$ cat src/rtl/pm_smi_pkg.sv
package pm_smi_pkg;
   localparam int STS_W    = 32;
   localparam int B_PER    = 0;
   localparam int B_SLOW   = 1;
   localparam int B_SIRQ   = 2;
   localparam int B_TCO    = 3;
   localparam int B_DMON   = 4;
   localparam int B_USBA   = 5;
   localparam int B_USBB   = 6;
   localparam int N_MASKED = 4;
   localparam int N_USED   = 7;
   localparam int RATE_LSB = 8;

   typedef struct packed {
      logic usb_b;
      logic usb_a;
      logic dmon;
      logic tco;
      logic sirq;
      logic slow;
      logic per;
   } smi_src_t;
endpackage

$ cat src/rtl/smi_sync_edge.sv
module smi_sync_edge #(
   parameter int STAGES = 2
) (
   input  logic clk,
   input  logic rst_n,
   input  logic async_i,
   output logic rise_o
);
   logic [STAGES:0] sh_q;

   initial begin
      AST_SYNC_DEPTH: assert (STAGES >= 2) else $error("sync needs two stages");
   end

   always_ff @(posedge clk or negedge rst_n) begin
      if (!rst_n) sh_q <= '0;
      else        sh_q <= {sh_q[STAGES-1:0], async_i};
   end

   assign rise_o = sh_q[STAGES-1] & ~sh_q[STAGES];

   AST_PULSE_SINGLE: assert property (@(posedge clk) disable iff (!rst_n)
      rise_o |=> !rise_o) else $error("edge pulse longer than one cycle");
endmodule

$ cat src/rtl/smi_period_gen.sv
module smi_period_gen #(
   parameter int BASE_PERIOD = 4,
   parameter int RATE_W      = 2,
   parameter int CNT_W       = 8
) (
   input  logic              clk,
   input  logic              rst_n,
   input  logic              restart_i,
   input  logic [RATE_W-1:0] rate_i,
   output logic              tick_o
);
   logic [CNT_W-1:0] cnt_q;
   logic [CNT_W-1:0] lim;

   initial begin
      AST_BASE_MIN: assert (BASE_PERIOD >= 2) else $error("period too short");
      AST_CNT_FITS: assert ((64'(BASE_PERIOD) << ((1 << RATE_W) - 1)) < (64'd1 << CNT_W))
         else $error("counter too narrow");
   end

   assign lim    = CNT_W'(BASE_PERIOD) << rate_i;
   assign tick_o = (cnt_q >= lim - 1'b1);

   always_ff @(posedge clk or negedge rst_n) begin
      if (!rst_n)               cnt_q <= '0;
      else if (restart_i || tick_o) cnt_q <= '0;
      else                      cnt_q <= cnt_q + 1'b1;
   end

   AST_TICK_GAP: assert property (@(posedge clk) disable iff (!rst_n)
      tick_o |=> !tick_o) else $error("back-to-back ticks");
endmodule

$ cat src/rtl/smi_sticky_bit.sv
module smi_sticky_bit #(
   parameter int GUARD_CYC = 0
) (
   input  logic clk,
   input  logic rst_n,
   input  logic set_i,
   input  logic clr_i,
   output logic q_o
);
   generate
      if (GUARD_CYC == 0) begin : g_plain
         always_ff @(posedge clk or negedge rst_n) begin
            if (!rst_n) q_o <= 1'b0;
            else        q_o <= set_i | (q_o & ~clr_i);
         end
      end else begin : g_guard
         localparam int GW = $clog2(GUARD_CYC + 1);
         logic [GW-1:0] guard_q;
         always_ff @(posedge clk or negedge rst_n) begin
            if (!rst_n) begin
               q_o     <= 1'b0;
               guard_q <= '0;
            end else if (set_i) begin
               q_o     <= 1'b1;
               guard_q <= GW'(GUARD_CYC);
            end else begin
               if (clr_i && guard_q == '0) q_o <= 1'b0;
               if (guard_q != '0)          guard_q <= guard_q - 1'b1;
            end
         end
         AST_GUARD_HOLDS: assert property (@(posedge clk) disable iff (!rst_n)
            (clr_i && !set_i && guard_q != '0) |=> (q_o == $past(q_o)))
            else $error("clear honoured inside settle window");
      end
   endgenerate

   AST_SET_WINS: assert property (@(posedge clk) disable iff (!rst_n)
      set_i |=> q_o) else $error("set event lost");
   AST_ZERO_KEEPS: assert property (@(posedge clk) disable iff (!rst_n)
      (!set_i && !clr_i) |=> (q_o == $past(q_o))) else $error("sticky bit moved");
endmodule

$ cat src/rtl/smi_summary.sv
module smi_summary #(
   parameter int W = 8
) (
   input  logic [W-1:0] sts_i,
   input  logic [W-1:0] en_i,
   output logic         any_o
);
   initial begin
      AST_SUM_WIDTH: assert (W >= 1) else $error("empty summary vector");
   end
   assign any_o = |(sts_i & en_i);
endmodule

$ cat src/rtl/pm_smi_status.sv
module pm_smi_status
   import pm_smi_pkg::*;
#(
   parameter int ADDR_W      = 8,
   parameter int STS_OFF     = 'h10,
   parameter int EN_OFF      = 'h14,
   parameter int BASE_PERIOD = 1600000,
   parameter int RATE_W      = 2,
   parameter int SETTLE_CYC  = 3126,
   parameter int SYNC_STAGES = 2,
   parameter int USB_A_W     = 8,
   parameter int USB_B_W     = 8,
   parameter int TRAP_W      = 8
) (
   input  logic               clk,
   input  logic               rst_n,
   input  logic               acc_sel,
   input  logic               acc_we,
   input  logic [ADDR_W-1:0]  acc_addr,
   input  logic [31:0]        acc_wdata,
   output logic [31:0]        acc_rdata,
   input  logic               slow_evt_i,
   input  logic [USB_A_W-1:0] usb_a_sts_i,
   input  logic [USB_A_W-1:0] usb_a_en_i,
   input  logic [USB_B_W-1:0] usb_b_sts_i,
   input  logic [USB_B_W-1:0] usb_b_en_i,
   input  logic [TRAP_W-1:0]  trap_sts_i,
   input  logic [TRAP_W-1:0]  trap_en_i,
   input  logic               sirq_evt_i,
   input  logic               tco_evt_i,
   output logic               smi_n_o
);
   localparam int CNT_W = $clog2(BASE_PERIOD) + (1 << RATE_W);

   initial begin
      AST_RATE_FITS: assert (RATE_LSB + RATE_W <= STS_W) else $error("rate field overflows");
      AST_OFF_DISTINCT: assert (STS_OFF != EN_OFF) else $error("offsets collide");
      AST_OFF_FITS: assert (STS_OFF < (1 << ADDR_W) && EN_OFF < (1 << ADDR_W))
         else $error("offset beyond address width");
   end

   logic                wr_sts, wr_en, hit_sts, hit_en;
   logic [N_MASKED-1:0] mask_q;
   logic [RATE_W-1:0]   rate_q;
   logic                tick, slow_rise;
   logic                sum_dmon, sum_usb_a, sum_usb_b;
   logic                per_q, slow_q;
   smi_src_t            src;
   logic [STS_W-1:0]    sts_word, en_word;
   logic                contrib_any;
   logic                wdata_unused;

   assign hit_sts = acc_sel && (acc_addr == ADDR_W'(STS_OFF));
   assign hit_en  = acc_sel && (acc_addr == ADDR_W'(EN_OFF));
   assign wr_sts  = hit_sts && acc_we;
   assign wr_en   = hit_en  && acc_we;
   assign wdata_unused = ^acc_wdata;

   always_ff @(posedge clk or negedge rst_n) begin
      if (!rst_n) begin
         mask_q <= '0;
         rate_q <= '0;
      end else if (wr_en) begin
         mask_q <= acc_wdata[N_MASKED-1:0];
         rate_q <= acc_wdata[RATE_LSB +: RATE_W];
      end
   end

   smi_period_gen #(.BASE_PERIOD(BASE_PERIOD), .RATE_W(RATE_W), .CNT_W(CNT_W)) u_per (
      .clk(clk), .rst_n(rst_n), .restart_i(wr_en), .rate_i(rate_q), .tick_o(tick));

   smi_sync_edge #(.STAGES(SYNC_STAGES)) u_sync (
      .clk(clk), .rst_n(rst_n), .async_i(slow_evt_i), .rise_o(slow_rise));

   smi_sticky_bit #(.GUARD_CYC(0)) u_per_bit (
      .clk(clk), .rst_n(rst_n), .set_i(tick),
      .clr_i(wr_sts && acc_wdata[B_PER]), .q_o(per_q));

   smi_sticky_bit #(.GUARD_CYC(SETTLE_CYC)) u_slow_bit (
      .clk(clk), .rst_n(rst_n), .set_i(slow_rise),
      .clr_i(wr_sts && acc_wdata[B_SLOW]), .q_o(slow_q));

   smi_summary #(.W(TRAP_W))  u_sum_dmon (.sts_i(trap_sts_i),  .en_i(trap_en_i),  .any_o(sum_dmon));
   smi_summary #(.W(USB_A_W)) u_sum_usba (.sts_i(usb_a_sts_i), .en_i(usb_a_en_i), .any_o(sum_usb_a));
   smi_summary #(.W(USB_B_W)) u_sum_usbb (.sts_i(usb_b_sts_i), .en_i(usb_b_en_i), .any_o(sum_usb_b));

   always_comb begin
      src.per   = per_q;
      src.slow  = slow_q;
      src.sirq  = sirq_evt_i;
      src.tco   = tco_evt_i;
      src.dmon  = sum_dmon;
      src.usb_a = sum_usb_a;
      src.usb_b = sum_usb_b;
      sts_word  = STS_W'(src);
      en_word   = '0;
      en_word[N_MASKED-1:0]       = mask_q;
      en_word[RATE_LSB +: RATE_W] = rate_q;
   end

   assign contrib_any = |(sts_word[N_MASKED-1:0] & mask_q) | src.dmon | src.usb_a | src.usb_b;

   always_ff @(posedge clk or negedge rst_n) begin
      if (!rst_n) smi_n_o <= 1'b1;
      else        smi_n_o <= ~contrib_any;
   end

   always_comb begin
      if (hit_sts)     acc_rdata = sts_word;
      else if (hit_en) acc_rdata = en_word;
      else             acc_rdata = '0;
   end

   AST_RSVD_ZERO: assert property (@(posedge clk) disable iff (!rst_n)
      hit_sts |-> (acc_rdata[STS_W-1:N_USED] == '0)) else $error("reserved bits set");
   AST_SMI_QUIET: assert property (@(posedge clk) disable iff (!rst_n)
      (mask_q == '0 && !sum_dmon && !sum_usb_a && !sum_usb_b) |=> smi_n_o)
      else $error("interrupt without enabled source");
   AST_SUM_BYPASS: assert property (@(posedge clk) disable iff (!rst_n)
      (sum_usb_a || sum_usb_b || sum_dmon) |=> !smi_n_o)
      else $error("summary bit did not raise interrupt");
   AST_SMI_RELEASE: assert property (@(posedge clk) disable iff (!rst_n)
      $rose(smi_n_o) |-> !$past(sum_dmon || sum_usb_a || sum_usb_b))
      else $error("interrupt released while summary active");
endmodule

$ cat config.mk
export PLATFORM = sky130hd
export DESIGN_NAME = pm_smi_status
export DESIGN_NICKNAME = d
export VERILOG_FILES = /design/src/rtl/pm_smi_pkg.sv /design/src/rtl/smi_sync_edge.sv /design/src/rtl/smi_period_gen.sv /design/src/rtl/smi_sticky_bit.sv /design/src/rtl/smi_summary.sv /design/src/rtl/pm_smi_status.sv
export SDC_FILE = /design/constraint.sdc
export NUM_CORES = 1
export LEC_CHECK = 0
export ABC_AREA = 1
export BUFFER_PORTS_ARGS = -buffer_cell sky130_fd_sc_hd__clkbuf_2
export CAP_MARGIN = 40
export CORE_AREA = 2 2 86 88
export CTS_CLUSTER_DIAMETER = 80
export DETAILED_ROUTE_END_ITERATION = 12
export DIE_AREA = 0 0 88 90
export PLACE_DENSITY = 0.8
export RECOVER_POWER = 100
export SETUP_SLACK_MARGIN = 0.3
export SYNTH_ARGS = -nofsm -noshare
export SYNTH_HDL_FRONTEND = slang
export SYNTH_SLANG_ARGS = --single-unit
$ cat constraint.sdc
create_clock -name clk -period 2.65 [get_ports clk]
set_input_delay 0.795 -clock clk [delete_from_list [all_inputs] [get_ports clk]]
set_output_delay 0.795 -clock clk [all_outputs]
set_load 0.01 [all_outputs]
* Word level (Yosys, flattened, before mapping) *
Cells that the tools add are included.

storage, ports and cells
  output and inout port bits = 33
  register bits after elaboration = 49
  logic and storage cells = 51
  input bits = 95

operators by class
  mux-type cells = 7
  reductions and logical operators = 16
  bitwise gates (word level) = 13
  magnitude comparators = 1
  $add $sub $neg = 3
  shift-type cells = 1
  equality and inequality tests = 2

operators with widths
  kind                                                 count
  adder 25 x 1 -> 25 bit, second input constant        1
  >= comparator 25 bit                                 1
  two-way mux 25 bit                                   1
  << shifter 21 x 2 -> 25 bit, first input constant    1
  subtractor 25 x 1 -> 25 bit, second input constant   1
  bitwise AND 8 bit                                    3
  two-way mux 12 bit                                   2
  OR reduction 8 bit                                   3
  two-way mux 10 bit                                   2
  equality test 8 x 5 -> 1 bit, second input constant  2
  logical NOT 12 bit                                   1
  nonzero test 12 bit                                  1
  subtractor 12 x 1 -> 12 bit, second input constant   1
  logical AND 1 bit                                    7
  bitwise AND 4 bit                                    1
  bitwise OR 1 bit                                     4
  nonzero test 2 bit                                   2
  OR reduction 4 bit                                   1
  NOT 1 bit                                            3
  bitwise AND 1 bit                                    2
  two-way mux 1 bit                                    2
  logical OR 1 bit                                     1

* Longest topological paths before layout *
Gate-level depths: netlist of run 1.

  depth in word-level cells = 7
  depth in mapped cells = 17
  depth with buffers taken out = 16

* Cells and area by module *
Synthesis of run 1 repeated with hierarchy kept, for this count alone.

unflattened totals
  cells, all modules = 525
  area total of the unflattened synthesis = 3,861.2 µm²

modules (own cells, without submodules)
  module                       cells each  seq. area each (µm²)  area each (µm²)  times used
  smi_period_gen               254         625.6                 1,988.2          1
  smi_sticky_bit (u_slow_bit)  116         325.3                 880.8            1
  pm_smi_status                100         176.4                 698.2            1
  smi_summary                  15          0.0                   56.3             3
  smi_sync_edge                5           75.1                  85.1             1
  smi_sticky_bit (u_per_bit)   5           25.0                  40.0             1

* Worst setup path before layout of run 1 *
Ideal clock, no wire load.

  path kind = input port to output port
  start = in acc_addr[1]
  end = out acc_rdata[0]
  data arrival time = 1.815 ns
  slack = 0.040 ns
  path buffers = 0
  required time = 1.855 ns
  cell stages on the path = 4
  cells stage by stage = or2_4 > nor3_4 > nand2_1 > o21ai_0

between the ends
  word-level cells in the longest chain between the ends = 4
  elaborated cells on any way between the ends = 6
  those cells by class = 2 x eq/ne; 2 x mux; 2 x reduce/logical

RTL lines
  what                          RTL line              text
  start: declaration            pm_smi_status.sv:19   input logic [ADDR_W-1:0] acc_addr,
  equality test 8 x 5 -> 1 bit  pm_smi_status.sv:54   assign hit_en = acc_sel && (acc_addr == ADDR_W'(EN_OFF));
  logical AND 1 bit             pm_smi_status.sv:54
  two-way mux 10 bit            pm_smi_status.sv:110  else if (hit_en) acc_rdata = en_word;
  two-way mux 10 bit *          pm_smi_status.sv:109  if (hit_sts) acc_rdata = sts_word;
  end: declaration              pm_smi_status.sv:21   output logic [31:0] acc_rdata,

Every way passes the cells marked *; elsewhere a longest branch is shown, timed or not.

* Final worst setup path of run 1 *
  start = in acc_addr[0]
  end = out acc_rdata[0]

The elaborated chain is that of the path after synthesis.

==> summary.md, run 1 <==
• **peak ir drop on the vdd network** 0.3186 mV
• **WL per Instance** 13.07 um
• **Hold-fix buffers, CTS** 0
• **TritonCTS clock tree** yes
• **share of cells above drive strength 1** 30.05%
• **vias in the first global route** 3,406
• **static power due to leakage** 2.219 nW
• **violations in the final reports** setup timing
• **worst-path cell with the longest stage delay** sky130_fd_sc_hd__nor3_4
• **starting utilization of the core area** 48.85%
• **total wire length** 8729 um
• **clock buffer count from CTS** 5
• **DRC violations left** 0
• **Tmin final** 2.689 ns
• **total number of H-tree levels** 2
• **number of enable flip-flop cells after synthesis** 0
• **final-report max-slew violation count** 0
• **wire length of the first global-routing pass** 14,590 um
• **number of failing hold endpoints at the final stage** 0
• **initial antenna violation count** 0
• **die width** 88 um
• **clock root cell** sky130_fd_sc_hd__clkbuf_8
• **layout overhead on the synthesized area** 31.05%
• **Main synth FF type** sky130_fd_sc_hd__dfrtp_1
• **via count** 3,362
• **maximum single-stage delay on the critical path** 0.29 ns
• **min-delay worst type** flop to flop
• **HPWL Detailed** 6126 um
• **Data arrival, critical path** 1.89 ns
• **Worst Path Required** 1.86 ns
• **count of cell types in the netlist** 33
• **total power draw** 1.798 mW
• **Skew-Pair Late Insertion Delay** 0.31 ns
• **maximum fanout count along the critical path** 6
• **GR Overflow Total** 0
• **antenna diode count** 0
• **register area share after synthesis** 35.79%
• **CP startpoint kind** primary input
• **# placed instances** 643
• **cell area after synthesis** 3430 um^2
• **path depth of the worst reg2reg path** 17
• **worst-case setup margin in the final layout** -0.03858 ns
• **IO buf count** 78
• **Filler cells** 549
• **biggest area contributors in the synthesized netlist** sky130_fd_sc_hd__dfrtp_1 35%, sky130_fd_sc_hd__nand2_1 12%, sky130_fd_sc_hd__ha_1 8.8%
• **crit path cell chain** clkbuf_2 > or2_4 > nor3_4 > buf_6 > nand3_2 > o21ai_2 > buf_2
• **core region area** 7020 um^2
• **share of flip-flops with an asynchronous set or reset** 100.0%
• **buffers plus inverters on the worst setup path** 3
• **flip-flop and latch count after synthesis** 49
• **share of the clock period used by the worst path after layout** 101.5%
• **Setup Skew** 0.01177 ns
• **number of clock sinks** 49
• **vertical die dimension** 90 um
• **Worst Setup Path Type** primary input to output pin
• **floorplan die area** 7920 um^2
• **pin count of the biggest net entering global routing** 50
• **power density of the placed cells** 400.1 nW/um^2
• **Clock Path Buffers** 2
• **delay-heaviest family, CP** simple AND/OR/NAND/NOR gates
• **Detailed Route Iter0 Violations** 148
• **Syn. warnings** 0
• **total iterations of the first detailed-routing run** 5
• **cell count after synthesis** 462
• **measured slew at the worst slew-check pin** 1.248 ns
• **type of element capturing the critical path** output pin
• **library cell occupying the most area in the post-synthesis netlist** sky130_fd_sc_hd__dfrtp_1
• **routability cong.** 0.8940
• **clock-pin slew on the worst setup and hold paths** 0.08 ns
• **routed vias/inst** 5.033
• **overall routing resource usage** 22.78%
• **number of max-capacitance violations reported** 0
• **logic depth of the worst path, buffers included** 7
• **hold path cells** 0
• **count of nets after finishing** 687
• **antenna-violating nets left** 0
• **I/O pin cnt** 128
• **run status** finished with violations
• **relative slew slack** 16.79%
• **non-filler cells, final** 668
• **final setup vio count** 4
• **worst hold margin** 0.3525 ns
• **peak clock frequency supported by timing** 0.3719 GHz
• **Avg Cell Area, Syn** 7.423 um^2
• **fraction of post-synthesis cell area in the top cell type by area** 35.02%
• **setup repair after global routing missed its margin** true
• **total number of placement rows** 31
==> routing by layer <==
metal | GRT usage, % | vias up | wire [um]
met5 | 0 | - | 0
met4 | 9.872 | 0 | 286
met3 | 4.132 | 31 | 438
met2 | 39.14 | 114 | 4448
met1 | 27.27 | 1590 | 3556
li1 | - | 1627 | -
==> cells by family after synthesis <==
family / Yosys count / share of synthesized area, %
flops: 49 / 35.79
simple gates: 249 / 31.85
other cells: 2 / 0.2190
fa+ha+maj: 24 / 8.756
buf+inv: 81 / 12.08
compound gates: 34 / 5.436
xor+xnor: 23 / 5.874
==> per-stage QoR <==
step	setup TNS, ns	utilization, %	setup slack [ns]	cell area [um^2]
final	-0.09611	64.02	-0.03858	4494
after global placement	-0.01777	55.73	-0.01777	3913
after detailed placement	-0.1928	55.73	-0.05865	3913
after global routing	-2.942	64.02	-0.1153	4494
after floorplan	0	-	0.1238	3536
after CTS	-0.1882	63.34	-0.05076	4447
==> cell usage after synthesis, types with 3 or more instances <==
master	instances
sky130_fd_sc_hd__nand2_1	110
sky130_fd_sc_hd__nor2_1	79
sky130_fd_sc_hd__inv_1	53
sky130_fd_sc_hd__dfrtp_1	48
sky130_fd_sc_hd__ha_1	24
sky130_fd_sc_hd__buf_4	23
sky130_fd_sc_hd__nand3_1	20
sky130_fd_sc_hd__o21ai_0	18
sky130_fd_sc_hd__xor2_1	15
sky130_fd_sc_hd__nor3_1	12
sky130_fd_sc_hd__nand4_1	11
sky130_fd_sc_hd__a21oi_1	9
sky130_fd_sc_hd__xnor2_1	8
sky130_fd_sc_hd__nor2_2	5
sky130_fd_sc_hd__buf_6	3
sky130_fd_sc_hd__o21a_1	3
==> final cells by class <==
type	instances	area [um^2]	share of cell area, %
well taps	99	123.9	2.756
inverters	54	209.0	4.649
repair buffers	103	680.7	15.14
clock inverters	1	7.507	0.1670
flip-flops and latches	49	1227	27.31
multi-input cells	355	2170	48.27
clock buffers	7	76.32	1.698
==> worst paths after layout <==
check | startpoint | end | slack, ns
worst max-delay path | acc_addr[0] | acc_rdata[0] | -0.04
worst min register to register | u_sync.sh_q[0] | u_sync.sh_q[1] | 0.35
worst max register to register | rate_q[1] | u_per.cnt_q[18] | 0.05
min in group asynchronous | rst_n | u_per.cnt_q[23] | 0.81
worst min-delay path | u_sync.sh_q[0] | u_sync.sh_q[1] | 0.35
max in group asynchronous | rst_n | u_per.cnt_q[10] | 1.06
==> power breakdown <==
group          total, mW  internal (mW)  switching, mW
Sequential         0.923          0.837         0.0861
Combinational      0.439          0.202          0.238
Clock              0.436          0.187          0.249
Total               1.80           1.23          0.573
==> flip-flops by register name, summed over array words and instances (netlist names) <==
register	cells
mask_q	4
u_slow_bit.q_o	1
smi_n_o	1
u_sync.sh_q	3
u_per.cnt_q	25
rate_q	2
u_per_bit.q_o	1
u_slow_bit.g_guard.guard_q	12
==> timing repair <==
item	CTS	global route
gates cloned	3	0
setup endpoints to repair	35	35
resized for setup	72	18
setup buffers	11	3
pin swaps	11	11
==> cell usage in the layout (no fill, tap or decap), types with 8 or more instances in the layout <==
master,count
sky130_fd_sc_hd__a21oi_1,9
sky130_fd_sc_hd__buf_4,13
sky130_fd_sc_hd__clkbuf_2,70
sky130_fd_sc_hd__conb_1,25
sky130_fd_sc_hd__dfrtp_1,48
sky130_fd_sc_hd__ha_1,21
sky130_fd_sc_hd__inv_1,49
sky130_fd_sc_hd__nand2_1,104
sky130_fd_sc_hd__nand3_1,16
sky130_fd_sc_hd__nand4_1,11
sky130_fd_sc_hd__nor2_1,51
sky130_fd_sc_hd__nor2_4,27
sky130_fd_sc_hd__nor3_1,12
sky130_fd_sc_hd__o21ai_0,15
sky130_fd_sc_hd__xnor2_1,8
sky130_fd_sc_hd__xor2_1,15
Note: power is estimated with default switching activity, not from simulation.
==> run 2: changes to the inputs <==
--- a/config.mk
+++ b/config.mk
@@ -8,13 +8,14 @@
 export ABC_AREA = 1
 export BUFFER_PORTS_ARGS = -buffer_cell sky130_fd_sc_hd__clkbuf_2
 export CAP_MARGIN = 40
-export CORE_AREA = 2 2 86 88
+export CORE_AREA = 2 2 90 92
 export CTS_CLUSTER_DIAMETER = 80
 export DETAILED_ROUTE_END_ITERATION = 12
-export DIE_AREA = 0 0 88 90
+export DIE_AREA = 0 0 92 94
 export PLACE_DENSITY = 0.8
 export RECOVER_POWER = 100
 export SETUP_SLACK_MARGIN = 0.3
 export SYNTH_ARGS = -nofsm -noshare
 export SYNTH_HDL_FRONTEND = slang
+export SYNTH_HIERARCHICAL = 1
 export SYNTH_SLANG_ARGS = --single-unit
==> run 2 against run 1 <==
Against the previous run: the flow now finishes without violations; combinational power up 26%; clock skew up 0.0019 ns; clock power is essentially flat; worst hold slack improved by 0.014 ns; power rose by 7.9%; sequential share of layout area down 1.4 points; utilization down 1.5 points; fmax rose by 4.3%; non-clock buffer count decreased by 3; global-route usage down 0.85 points; critical path depth is 7 higher; largest power group unchanged.
==> summary.md, run 2 <==
• **peak clock frequency supported by timing** 0.3881 GHz, +4.3%
• **clock root cell** sky130_fd_sc_hd__clkbuf_8
• **vertical die dimension** 94 um, +4.4%
• **Avg Cell Area, Syn** 7.355 um^2, -0.92%
• **run status** complete, no violations
• **clock-pin slew on the worst setup and hold paths** 0.09 ns, about the same
• **layout overhead on the synthesized area** 23.10%
• **clock buffer count from CTS** 5, unchanged
• **Filler cells** 649, +18%
• **IO buf count** 78, unchanged
• **total wire length** 9909 um, +14%
• **Worst Setup Path Type** flop to flop
• **number of failing hold endpoints at the final stage** 0, unchanged
• **worst-case setup margin in the final layout** 0.07324 ns, +0.1118 ns
• **total iterations of the first detailed-routing run** 4, -1
• **Post-Route Utilization** 62.48%, -1.5 points
• **GR Overflow Total** 0, unchanged
• **count of nets after finishing** 748, +8.9%
• **CP startpoint kind** flop
• **worst slack at placement** 0.1053 ns, +0.1640 ns
• **WHS Endpoint** u_sync/sh_q[1]
• **I/O pin cnt** 128, unchanged
• **min-delay worst type** flop to flop
• **register area share after synthesis** 31.79%, -4.0 points
• **count leader, synth** sky130_fd_sc_hd__nand2_1
• **largest reg by FF count** u_per/cnt_q
• **number of clock sinks** 49, unchanged
• **setup repair after global routing missed its margin** true
• **power density of the placed cells** 408.4 nW/um^2, +2.1%
• **TritonCTS clock tree** yes
• **static power due to leakage** 2.440 nW, +10%
• **Skew-Pair Late Insertion Delay** 0.31 ns, about the same
• **share of flip-flops with an asynchronous set or reset** 100.0%, unchanged
• **number of enable flip-flop cells after synthesis** 0, unchanged
• **Syn. warnings** 6, +6
• **number of flip-flops under the largest register name** 25, unchanged
• **wire length of the first global-routing pass** 15,530 um, +6.4%
• **final setup vio count** 0, -4
• **routed vias/inst** 5.058, +0.49%
• **Data arrival, critical path** 2.77 ns, +0.88 ns
• **path depth of the worst reg2reg path** 14, -3
• **total power draw** 1.941 mW, +7.9%
• **leading cell types in the layout, fill and taps excluded** 136 x sky130_fd_sc_hd__nand2_1, 64 x sky130_fd_sc_hd__clkbuf_2, 55 x sky130_fd_sc_hd__inv_1
• **Detailed Route Iter0 Violations** 187, +26%
• **fraction of post-synthesis cell area in the top cell type by area** 31.11%, -3.9 points
• **hold path cells** 0, unchanged
• **starting utilization of the core area** 50.76%, +1.9 points
• **via count** 3,682, +9.5%
• **Clock Path Buffers** 2, unchanged
• **Worst Path Required** 2.84 ns, +0.98 ns
• **RR Endpoint** u_per/cnt_q[2]
• **critical path launch point** rate_q[1]
• **top flop regs** u_per/cnt_q: 25 flops, u_slow_bit/g_guard.guard_q: 12 flops, mask_q: 4 flops
• **overall routing resource usage** 21.93%, -0.85 points
• **routability cong.** 0.9097, +1.8%
• **library cell occupying the most area in the post-synthesis netlist** sky130_fd_sc_hd__dfrtp_1
• **source of the worst register-to-register timing path** rate_q[1]
• **cell count after synthesis** 525, +14%
• **core region area** 7607 um^2, +8.4%
• **# placed instances** 706, +9.8%
• **WL per Instance** 13.61 um, +4.2%
• **type of element capturing the critical path** flop
• **initial antenna violation count** 0, unchanged
• **worst reg-to-reg setup slack** 0.07 ns, +0.02 ns
• **synth cell count leaders** 144 x sky130_fd_sc_hd__nand2_1, 66 x sky130_fd_sc_hd__nor2_1, 59 x sky130_fd_sc_hd__inv_1
• **die width** 92 um, +4.5%
• **biggest area contributors in the synthesized netlist** sky130_fd_sc_hd__dfrtp_1 31%, sky130_fd_sc_hd__nand2_1 14%, sky130_fd_sc_hd__ha_1 9.1%
• **peak ir drop on the vdd network** 0.2209 mV, -31%
• **HPWL Detailed** 6688 um, +9.2%
• **share of the clock period used by the worst path after layout** 97.24%, -4.2 points
• **vias in the first global route** 3,525, +3.5%
• **flip-flop and latch count after synthesis** 49, unchanged
• **maximum fanout count along the critical path** 13, +7
• **Total Neg Setup Slack** 0 ns, +0.09611 ns
• **DRC violations left** 0, unchanged
• **measured slew at the worst slew-check pin** 1.360 ns, +0.1115 ns
• **leading cell type in the layout, fill and taps excluded** sky130_fd_sc_hd__nand2_1
• **Hold-fix buffers, CTS** 0, unchanged
• **Main synth FF type** sky130_fd_sc_hd__dfrtp_1
• **HP Start** u_sync/sh_q[0]
• **non-filler cells, final** 728, +9.0%
• **share of cells above drive strength 1** 31.47%, +1.4 points
• **pin count of the biggest net entering global routing** 27, -46%
• **Tmin final** 2.577 ns, -0.1118 ns
• **relative slew slack** 9.358%, -7.4 points
• **floorplan die area** 8648 um^2, +9.2%
• **final-report max-slew violation count** 0, unchanged
• **total number of H-tree levels** 2, unchanged
• **cell area after synthesis** 3861 um^2, +13%
• **Setup Skew** 0.01371 ns, +0.001937 ns
• **number of max-capacitance violations reported** 0, unchanged
• **total number of placement rows** 32, +3.2%
• **antenna-violating nets left** 0, unchanged
• **antenna diode count** 0, unchanged
• **count of cell types in the netlist** 39, +18%
[run 2: how the worst max path moves through the flow]
stage | cells past startpoint | slack, ns | to
6_report | 14 | 0.07 | u_per/cnt_q[2]
5_1_grt | 17 | -0.13 | u_per/cnt_q[18]
4_1_cts | 17 | 0.13 | u_per/cnt_q[18]
3_5_place_dp | 17 | 0.11 | u_per/cnt_q[14]
3_3_place_gp | 8 | 0.19 | acc_rdata[5]
2_1_floorplan | 17 | 0.31 | u_per/cnt_q[5]
[run 2: logic make-up (layout without fill, tap and decap cells)]
family / count (synthesis) / in the layout / synth area share, %
compound gates: 21 / 21 / 3.564
xor+xnor: 20 / 20 / 4.537
fa+ha+maj: 28 / 28 / 9.073
buf+inv: 97 / 175 / 12.83
flops: 49 / 49 / 31.79
other cells: 2 / 24 / 0.1945
simple gates: 308 / 309 / 38.01
[run 2: timing repair]
item | 4_1_cts | 5_1_grt
resized for setup | 9 | 66
buffers inserted | 4 | 7
pin swaps | 11 | 12
setup endpoints to repair | 35 | 35
gates cloned | 2 | 1
[run 2: final cells by class]
class                   instances  area [um^2]  area share [%]
clock buffers                   6        72.57           1.527
clock inverters                 2        10.01          0.2106
inverters                      67        259.0           5.449
multi-input cells             402         2397           50.43
flip-flops and latches         49         1230           25.88
well taps                     102        127.6           2.685
repair buffers                100        656.9           13.82
[run 2: power breakdown]
part / switching, mW / internal, mW
logic: 0.318 / 0.235
clock network: 0.255 / 0.184
registers: 0.109 / 0.840
[run 2: critical path, cell delays in order, from the launching register on]
cell	delay, ns
sky130_fd_sc_hd__dfrtp_2	0.46
sky130_fd_sc_hd__inv_4	0.11
sky130_fd_sc_hd__ha_4	0.15
sky130_fd_sc_hd__buf_4	0.11
sky130_fd_sc_hd__inv_1	0.04
sky130_fd_sc_hd__ha_1	0.31
sky130_fd_sc_hd__ha_1	0.32
sky130_fd_sc_hd__a21oi_1	0.08
sky130_fd_sc_hd__o21ai_0	0.22
sky130_fd_sc_hd__nand2_1	0.10
sky130_fd_sc_hd__nand2_1	0.07
sky130_fd_sc_hd__nand2_1	0.10
sky130_fd_sc_hd__nand3_4	0.17
sky130_fd_sc_hd__buf_12	0.18
sky130_fd_sc_hd__nor2_1	0.05
[run 2: metrics by stage]
| stage | hold WS, ns | area (um^2) |
|---|---|---|
| after floorplan | 0.3312 | 3966 |
| after global placement | 0.3440 | 4335 |
| after detailed placement | 0.3490 | 4335 |
| after CTS | 0.3685 | 4512 |
| after global routing | 0.3861 | 4753 |
| final | 0.3664 | 4753 |
[run 2: layer usage]
| metal | routed length [um] | up-vias | global-route usage (%) |
|---|---|---|---|
| li1 | - | 1788 | - |
| met1 | 4004 | 1720 | 27.30 |
| met2 | 5020 | 136 | 37.87 |
| met3 | 551 | 38 | 3.531 |
| met4 | 333 | 0 | 9.204 |
| met5 | 0 | - | 0 |
